### src/rtl/pwm8_pkg.sv
package pwm8_pkg;

    localparam logic [2:0] ADDR_CTRL  = 3'd0;
    localparam logic [2:0] ADDR_MODE  = 3'd1;
    localparam logic [2:0] ADDR_CMP_A = 3'd2;
    localparam logic [2:0] ADDR_CMP_B = 3'd3;
    localparam logic [2:0] ADDR_CLR   = 3'd4;

    localparam logic [1:0] OM_OFF    = 2'd0;
    localparam logic [1:0] OM_TOGGLE = 2'd1;
    localparam logic [1:0] OM_NONINV = 2'd2;
    localparam logic [1:0] OM_INV    = 2'd3;

    localparam int PRE_W = 10;

    function automatic logic [PRE_W-1:0] presc_limit(input logic [2:0] sel);
        logic [PRE_W-1:0] lim;
        case (sel)
            3'd1:    lim = PRE_W'(0);
            3'd2:    lim = PRE_W'(7);
            3'd3:    lim = PRE_W'(31);
            3'd4:    lim = PRE_W'(63);
            3'd5:    lim = PRE_W'(127);
            3'd6:    lim = PRE_W'(255);
            3'd7:    lim = PRE_W'(1023);
            default: lim = PRE_W'(0);
        endcase
        return lim;
    endfunction

    typedef struct packed {
        logic [2:0] sel;
        logic       top_sel;
        logic [1:0] mode_a;
        logic [1:0] mode_b;
        logic [7:0] buf_a;
        logic [7:0] buf_b;
        logic [7:0] act_a;
        logic [7:0] act_b;
        logic       flag;
    } regs_t;

endpackage

### src/rtl/pwm8_prescaler.sv
module pwm8_prescaler
    import pwm8_pkg::*;
(
    input  logic       clk,
    input  logic       rst_n,
    input  logic [2:0] sel,
    input  logic       restart,
    output logic       tick
);
    logic [PRE_W-1:0] pre_d, pre_q;

    always_comb begin
        tick  = (sel != 3'd0) && (pre_q == presc_limit(sel));
        pre_d = pre_q;
        if (restart || sel == 3'd0 || tick) begin
            pre_d = '0;
        end else begin
            pre_d = pre_q + PRE_W'(1);
        end
    end

    always_ff @(posedge clk) begin
        if (!rst_n) pre_q <= '0;
        else        pre_q <= pre_d;
    end
endmodule

### src/rtl/pwm8_counter.sv
module pwm8_counter #(
    parameter int CW = 8
) (
    input  logic          clk,
    input  logic          rst_n,
    input  logic          tick,
    input  logic [CW-1:0] top_val,
    output logic [CW-1:0] cnt,
    output logic          wrap,
    output logic          reach
);
    logic [CW-1:0] cnt_d, cnt_q, step;

    always_comb begin
        wrap  = tick && (cnt_q == top_val);
        step  = (cnt_q == top_val) ? '0 : cnt_q + CW'(1);
        reach = tick && (step == top_val);
        cnt_d = tick ? step : cnt_q;
    end

    always_ff @(posedge clk) begin
        if (!rst_n) cnt_q <= '0;
        else        cnt_q <= cnt_d;
    end

    assign cnt = cnt_q;
endmodule

### src/rtl/pwm8_channel.sv
module pwm8_channel
    import pwm8_pkg::*;
#(
    parameter int CW         = 8,
    parameter bit HAS_TOGGLE = 1'b1
) (
    input  logic          clk,
    input  logic          rst_n,
    input  logic          tick,
    input  logic          wrap,
    input  logic [CW-1:0] cnt,
    input  logic [CW-1:0] cmp,
    input  logic [1:0]    mode,
    output logic          wave
);
    logic wave_d, wave_q, match;

    always_comb begin
        match  = tick && (cnt == cmp);
        wave_d = wave_q;
        case (mode)
            OM_OFF:    wave_d = 1'b0;
            OM_TOGGLE: begin
                if (HAS_TOGGLE) wave_d = match ? ~wave_q : wave_q;
                else            wave_d = 1'b0;
            end
            OM_NONINV: begin
                if (wrap)       wave_d = 1'b1;
                else if (match) wave_d = 1'b0;
            end
            default: begin
                if (wrap)       wave_d = 1'b0;
                else if (match) wave_d = 1'b1;
            end
        endcase
    end

    always_ff @(posedge clk) begin
        if (!rst_n) wave_q <= 1'b0;
        else        wave_q <= wave_d;
    end

    assign wave = wave_q;
endmodule

### src/rtl/pwm8_timer.sv
module pwm8_timer
    import pwm8_pkg::*;
#(
    parameter int CW = 8
) (
    input  logic          clk,
    input  logic          rst_n,
    input  logic          wr_en,
    input  logic [2:0]    wr_addr,
    input  logic [7:0]    wr_data,
    output logic [CW-1:0] cnt,
    output logic          out_a,
    output logic          out_b,
    output logic          ovf_flag
);
    localparam logic [CW-1:0] MAX_VAL = {CW{1'b1}};

    regs_t regs_d, regs_q;
    logic          tick, wrap, reach, restart;
    logic [CW-1:0] top_val;
    logic [1:0]    mode_a, mode_b;

    assign restart = wr_en && (wr_addr == ADDR_CTRL) && (wr_data[2:0] != regs_q.sel);
    assign top_val = regs_q.top_sel ? regs_q.act_a[CW-1:0] : MAX_VAL;
    assign mode_a  = regs_q.mode_a;
    assign mode_b  = regs_q.mode_b;

    always_comb begin
        regs_d = regs_q;
        if (wrap) begin
            regs_d.act_a = regs_q.buf_a;
            regs_d.act_b = regs_q.buf_b;
        end
        if (wr_en) begin
            case (wr_addr)
                ADDR_CTRL: begin
                    regs_d.sel     = wr_data[2:0];
                    regs_d.top_sel = wr_data[3];
                end
                ADDR_MODE: begin
                    regs_d.mode_a = wr_data[1:0];
                    regs_d.mode_b = wr_data[3:2];
                end
                ADDR_CMP_A: regs_d.buf_a = wr_data;
                ADDR_CMP_B: regs_d.buf_b = wr_data;
                ADDR_CLR:   if (wr_data[0]) regs_d.flag = 1'b0;
                default: ;
            endcase
        end
        if (reach) regs_d.flag = 1'b1;
    end

    always_ff @(posedge clk) begin
        if (!rst_n) regs_q <= '0;
        else        regs_q <= regs_d;
    end

    pwm8_prescaler u_pre (
        .clk(clk), .rst_n(rst_n), .sel(regs_q.sel), .restart(restart), .tick(tick)
    );

    pwm8_counter #(.CW(CW)) u_cnt (
        .clk(clk), .rst_n(rst_n), .tick(tick), .top_val(top_val),
        .cnt(cnt), .wrap(wrap), .reach(reach)
    );

    pwm8_channel #(.CW(CW), .HAS_TOGGLE(1'b1)) u_ch_a (
        .clk(clk), .rst_n(rst_n), .tick(tick), .wrap(wrap), .cnt(cnt),
        .cmp(regs_q.act_a[CW-1:0]), .mode(mode_a), .wave(out_a)
    );

    pwm8_channel #(.CW(CW), .HAS_TOGGLE(1'b0)) u_ch_b (
        .clk(clk), .rst_n(rst_n), .tick(tick), .wrap(wrap), .cnt(cnt),
        .cmp(regs_q.act_b[CW-1:0]), .mode(mode_b), .wave(out_b)
    );

    assign ovf_flag = regs_q.flag;
endmodule

### config.mk
export PLATFORM = sky130hd
export DESIGN_NAME = pwm8_timer
export DESIGN_NICKNAME = d
export VERILOG_FILES = /design/src/rtl/pwm8_pkg.sv /design/src/rtl/pwm8_prescaler.sv /design/src/rtl/pwm8_counter.sv /design/src/rtl/pwm8_channel.sv /design/src/rtl/pwm8_timer.sv
export SDC_FILE = /design/constraint.sdc
export NUM_CORES = 1
export LEC_CHECK = 0
export BUFFER_PORTS_ARGS = -buffer_cell sky130_fd_sc_hd__buf_2
export CORE_UTILIZATION = 55
export DETAILED_ROUTE_END_ITERATION = 8
export PLACE_DENSITY = 0.84
export RECOVER_POWER = 25
export SYNTH_ARGS = -nofsm -noshare
export SYNTH_HDL_FRONTEND = slang
export SYNTH_SLANG_ARGS = --single-unit
### constraint.sdc
create_clock -name clk -period 4.1 [get_ports clk]
set_clock_uncertainty 0.05 [all_clocks]
set_input_delay 0 -clock clk [delete_from_list [all_inputs] [get_ports clk]]
set_output_delay 0 -clock clk [all_outputs]
set_load 0.05 [all_outputs]
# == Yosys cells after proc, flatten, opt, wreduce, memory -nomap -nowiden ==
# Cells that the tools add are included.
# totals
latch_bits,0
ram_bits,0
output_inout_bits,11
mem_bits_ro,0
ff_bits,61
memories,0
# op_classes
addsub,2
n_bitwise,2
n_shift,0
reduce_logical,28
n_lt_le_gt_ge,0
muxes,18
n_mul,0
n_div,0
n_eq_ne,23
# op_table
cell,count
$pmux W10 S6,1
$eq A8 B8 Y1,4
$mux W8,2
$eq A3 B3 Y1 const B,5
$mux W1,13
$eq A3 B2 Y1 const B,4
$add A10 B1 Y10 const B,1
$eq A10 B10 Y1,1
$reduce_and A2 Y1,5
$reduce_bool A3 Y1,3
$add A8 B1 Y8 const B,1
$logic_and A1 B1 Y1,7
$logic_not A3 Y1,2
$reduce_and A3 Y1,2
$reduce_bool A2 Y1,3
$eq A2 B1 Y1 const B,2
$eq A2 B2 Y1 const B,2
$logic_not A2 Y1,2
$reduce_or A2 Y1,2
$eq A3 B1 Y1 const B,1
$ne A3 B1 Y1 const B,1
$ne A3 B2 Y1 const B,1
$ne A3 B3 Y1,1
$pmux W1 S3,1
other kinds (4),6

# == Logic depth before layout (Yosys ltp) ==
# logic_depth
word_depth,8
mapped_depth,10
mapped_depth_nobuf,8

# == By module ==
# Synthesis repeated with hierarchy kept, for this count alone.
# unflattened
hier_cells,374
hier_area_um2,3403.3
# modules_own_cells
mod,instances,seq_area_each_um2,cells_per_inst,area_per_inst_um2
pwm8_timer,1,820.8,159,1620.3
pwm8_counter,1,160.2,102,822.0
pwm8_prescaler,1,200.2,72,649.4
pwm8_channel at u_ch_a,1,20.0,23,170.2
pwm8_channel at u_ch_b,1,20.0,18,141.4

# == Least setup slack after synthesis ==
# OpenSTA, ideal clock, no wires.
# synth_timing
path_type,flip-flop to flip-flop
startpoint,register u_cnt.cnt_q[3] (netlist: u_cnt.cnt[3])
endpoint,register u_ch_a.wave_q (netlist: u_ch_a.wave)
path_buffers,3
period_less_slack_ns,2.621
setup_time_ns,0.079
path_slack_ns,1.479
t_arrival_ns,2.492
stages_incl_launch_ff,11
path_cell_list,dfxtp_1 -> buf_6 -> xor2_1 -> or4_4 -> a311oi_4 -> and2_4 -> and2_4 -> buf_12 -> buf_12 -> o22ai_2 -> a211oi_2
# synth_between
elab_chain_len,4
word_cells_on_any_way,11
classes_between,4 x eq/ne; 3 x mux; 4 x reduce/logical
# synth_lines
item,line,source
start: declaration,pwm8_counter.sv:12,"logic [CW-1:0] cnt_d, cnt_q, step;"
start signal: assignment,pwm8_counter.sv:23,else cnt_q <= cnt_d;
"$eq A8 B8 Y1, on equally long branches","pwm8_channel.sv:19, pwm8_counter.sv:15",
"$logic_and A1 B1 Y1, on equally long branches","pwm8_channel.sv:19, pwm8_counter.sv:15",
$ne A3 B1 Y1 (no line) (tied with other cells),-,
$reduce_and A3 Y1 (no line) / $pmux W1 S3 (equally long branches),-,
end signal: assignment,pwm8_channel.sv:40,else wave_q <= wave_d;
end: declaration,pwm8_channel.sv:16,"logic wave_d, wave_q, match;"
# Several ways; a longest one is shown, not always the timed one.
# A chain may end at the register's enable or synchronous reset.

# == Final worst setup path ==
# layout_timing
startpoint,register u_cnt.cnt_q[0] (netlist: u_cnt.cnt[0])
endpoint,register regs_q[0] (netlist: ovf_flag)
# layout_between
elab_chain_len,6
word_cells_on_any_way,10
classes_between,1 x add/sub; 2 x eq/ne; 2 x mux; 5 x reduce/logical
# layout_lines
item,line,source
$add A8 B1 Y8 / $eq A8 B8 Y1 (equally long branches),pwm8_counter.sv:16,step = (cnt_q == top_val) ? '0 : cnt_q + CW'(1);
$mux W8 (*),pwm8_counter.sv:16,
$eq A8 B8 Y1 (*),pwm8_counter.sv:17,reach = tick && (step == top_val);
$logic_and A1 B1 Y1 (*),pwm8_counter.sv:17,
$reduce_bool A2 Y1 (no line),-,
$reduce_and A3 Y1 (no line),-,
end signal: assignment,pwm8_timer.sv:55,else regs_q <= regs_d;
end: declaration,pwm8_timer.sv:18,"regs_t regs_d, regs_q;"
# Every way passes the cells marked *; elsewhere a longest branch is shown, timed or not.

==> results.md <==
* Status: completed
* Die area at 6500 um^2
* Rows at 28
* Worst Setup Slack, final at 1214 ps
* CTS root buf: clkbuf_8
* CTS Buf Count at 9
* CTS Sinks at 61
* Tot Pwr at 1.198 mW
* Top cell family by delay on the critical path: compound AO/OA/AOI/OAI gates
* Comb pwr share at 6.6%
* Crit path buffers/inverters at 0
* Endpoints failing setup at 0
* Routed len/inst at 16.55 um
* Via density at 5.859
* Post-synth EDFFs at 0
* Slowest-stage cell, CP: dfxtp_1
* Maximum clock insertion buffer count at 2
* Layout cells sized above 1 at 11.33%
* Cells taking the most area after synthesis: dfxtp_1, mux2i_1, nor2b_1
* Htree depth at 3
* Final WL at 8110 um
* Cell-internal power at 0.9254 mW
* Post-DRT Antenna Nets at 0
* VDD IR max at 0.2154 mV
* DIE WIDTH at 80.62 um
* Seq/Total Area, Yosys at 35.92%
* Post-synth cell types at 57
* Psw at 0.2729 mW
* Starting Density at 57.08%
* Final hold vios at 0
* Die H at 80.62 um
* Placed cells at 468
* P_leak at 1.271 nW
* Syn avg cell area at 8.606 um^2
* Vias in the first global route at 2618
* Rel. slew slack at 46.85%
* Worst slew pin tran at 796.4 ps
* Post-layout util at 62.44%
* RSZ-0062 raised after global routing: false
* Syn. warnings at 0
* Clock insertion delay at the later pin of the skew report at 340 ps
* Crit path capture type: flip-flop
* Yosys reg bits at 61
* Area leader, netlist: dfxtp_1
* Grt ovf at 0
* Initial antenna violation count at 0
* Core area at 5956 um^2
* Synthesized Nets at 411
* First-pass DRT Iterations at 5
* Number of remaining DRC errors at 0
* Post-synth ARST share at 0%
* Slew Limit Fails at 0
* IO Count at 25
* Critical Path, Cell by Cell: ha_1 -> nand3_1 -> xnor2_1 -> mux2_2 -> nand2_1 -> a311oi_1 -> o22ai_1 -> o41ai_2
* Ys flop type: dfxtp_1
* Clock-pin slew on the worst setup and hold paths at 60 ps
* Hold Crit Class: in -> reg
* Global-route wire length before repair at 13180 um
* Worst EP arrival at 3040 ps
* Largest net degree at the start of global routing at 54
* Max-Cap Viols at 0
* Worst path required time at 4260 ps
* IO Port Bufs at 24
* Final Wtd Congestion at 0.9188
* Final std cells w/o fill at 490
* FMAX at 0.3465 GHz
* Startpoint type of the worst setup path: flip-flop
* P per Cell Area at 322.2 nW/um^2
* Max incr delay on CP at 610 ps
* Diode count at 0
* Area Growth Syn to Fin at 9.385%
* Synthesized area at 3400 um^2
* Worst Path Max Fanout at 12
* Post-synthesis instance total at 395
* Vias post-DR at 2871
* CTS tree: yes
* Dpl ws at 1339 ps
* Hold Worst Slack at 61.26 ps
* Yosys top cell area share at 35.92%
* Cell area after layout at 3719 um^2
* Post-Route Setup TNS at 0 ps
* Sequential power share at 50.7%
* Final net count at 428
* Dpl hpwl at 5549 um
* GRT Util Overall at 27.28%
* Placed Area at 3461 um^2
* Fin crit period at 2886 ps
* Period utilisation layout at 70.39%
* Critical path class: reg -> reg
* Switching share of total power at 22.77%
* Initial DRC Count at 214
* Clock Power Share at 42.7%
==> state kept, by name, indices dropped and copies added (netlist names) <==
register and cells:
regs_q 36, u_pre.pre_q 10, u_cnt.cnt 8, mode_a 2
mode_b 2, ovf_flag 1, u_ch_a.wave 1, u_ch_b.wave 1
==> final cells by class <==
class / instances / area, um^2
clock buffers: 12 / 145.1
clock inverters: 2 / 35.03
fillers: 486 / 2237
inverters: 9 / 33.78
multi-input cells: 298 / 1984
flip-flops and latches: 61 / 1221
well taps: 75 / 93.84
repair buffers: 33 / 205.2
==> routing by layer <==
layer | vias to the layer above | track usage, % | wire [um]
li1 | 1400 | - | -
met1 | 1350 | 36.22 | 3788
met2 | 102 | 43.81 | 3718
met3 | 19 | 3.636 | 417
met4 | 0 | 12.14 | 186
met5 | - | 0 | 0
==> placed cells by master, fill, tap and decap left out, drive strengths merged, types with 2 or more instances in the layout <==
cell / Yosys / routed
nand3b: 2 / 2
a211oi: 5 / 5
a311oi: 2 / 2
and3: 5 / 5
clkbuf: 19 / 14
o21ai: 11 / 11
nand2: 36 / 36
or3b: 3 / 3
nor3: 6 / 6
buf: 8 / 23
nand4: 10 / 10
o22ai: 5 / 5
and2: 8 / 8
a21oi: 13 / 13
xnor2: 18 / 18
a31oi: 5 / 5
nand3: 10 / 10
nor2: 28 / 28
a21o: 3 / 3
nand2b: 2 / 2
nor2b: 45 / 45
inv: 9 / 9
xor2: 11 / 11
a21boi: 15 / 15
dlygate4sd3: 0 / 8
mux2i: 30 / 30
dfxtp: 61 / 61
or3: 3 / 3
ha: 2 / 2
nor4: 2 / 2
==> Yosys cell counts, types with 2 or more instances <==
| cell | instances |
|---|---|
| nor4_1 | 2 |
| o21ai_0 | 9 |
| mux2i_1 | 30 |
| ha_1 | 2 |
| a21boi_0 | 9 |
| a31oi_1 | 5 |
| nand2b_1 | 2 |
| nor2b_1 | 45 |
| buf_12 | 2 |
| xnor2_1 | 18 |
| clkbuf_1 | 19 |
| o21ai_1 | 2 |
| or3b_1 | 2 |
| buf_6 | 3 |
| and2_4 | 2 |
| nand3b_1 | 2 |
| and3_1 | 5 |
| xor2_1 | 11 |
| o22ai_1 | 4 |
| nand3_1 | 10 |
| or3_1 | 3 |
| a21oi_1 | 13 |
| inv_1 | 8 |
| a211oi_1 | 4 |
| a21boi_1 | 6 |
| nor3_1 | 6 |
| nand4_1 | 10 |
| and2_1 | 6 |
| nor2_1 | 28 |
| nand2_1 | 36 |
| buf_2 | 3 |
| a21o_1 | 3 |
| dfxtp_1 | 61 |
==> worst min-delay path: cells and delay by family <==
kind            cells  cell delay [ps]
buf+inv             1              100
simple gates        2              220
compound gates      1               80
==> kinds of logic (layout without fill, tap and decap cells) <==
kind of cell	Yosys count	count (layout)	share of synthesized area, %
AO/OA/AOI/OAI	71	71	15.13
multiplexers	31	31	9.165
buffers and inverters	36	56	5.705
adder cells (fa/ha/maj)	2	2	0.7360
flip-flops	61	61	35.92
AND/OR/NAND/NOR	165	165	25.87
XOR/XNOR	29	29	7.471
==> final timing paths <==
kind | startpoint | end | slack, ps | depth (start not counted)
max | u_cnt.cnt[0] | ovf_flag | 1210 | 8
min | wr_addr[2] | ovf_flag | 60 | 4
max reg2reg | u_cnt.cnt[0] | ovf_flag | 1210 | 8
min reg2reg | regs_q[23] | regs_q[23] | 420 | 2
==> power by group through the flow <==
| stage | Sequential (mW) | Combinational, mW | Clock (mW) |
|---|---|---|---|
| global placement | 0.620 | 0.0692 | 0 |
| detailed placement | 0.621 | 0.0717 | 0 |
| global route | 0.608 | 0.0860 | 0.543 |
| floorplan | 0.618 | 0.0512 | 0 |
| CTS | 0.608 | 0.0782 | 0.516 |
| finish | 0.608 | 0.0791 | 0.511 |
==> repair_timing <==
action / 4_1_cts / 5_1_grt
hold buffers: 8 / 0
endpoints found under the hold margin: 19 / 0
gates resized for setup: 0 / 0
buffers inserted: 0 / 0
(Power assumes the default switching activity.)
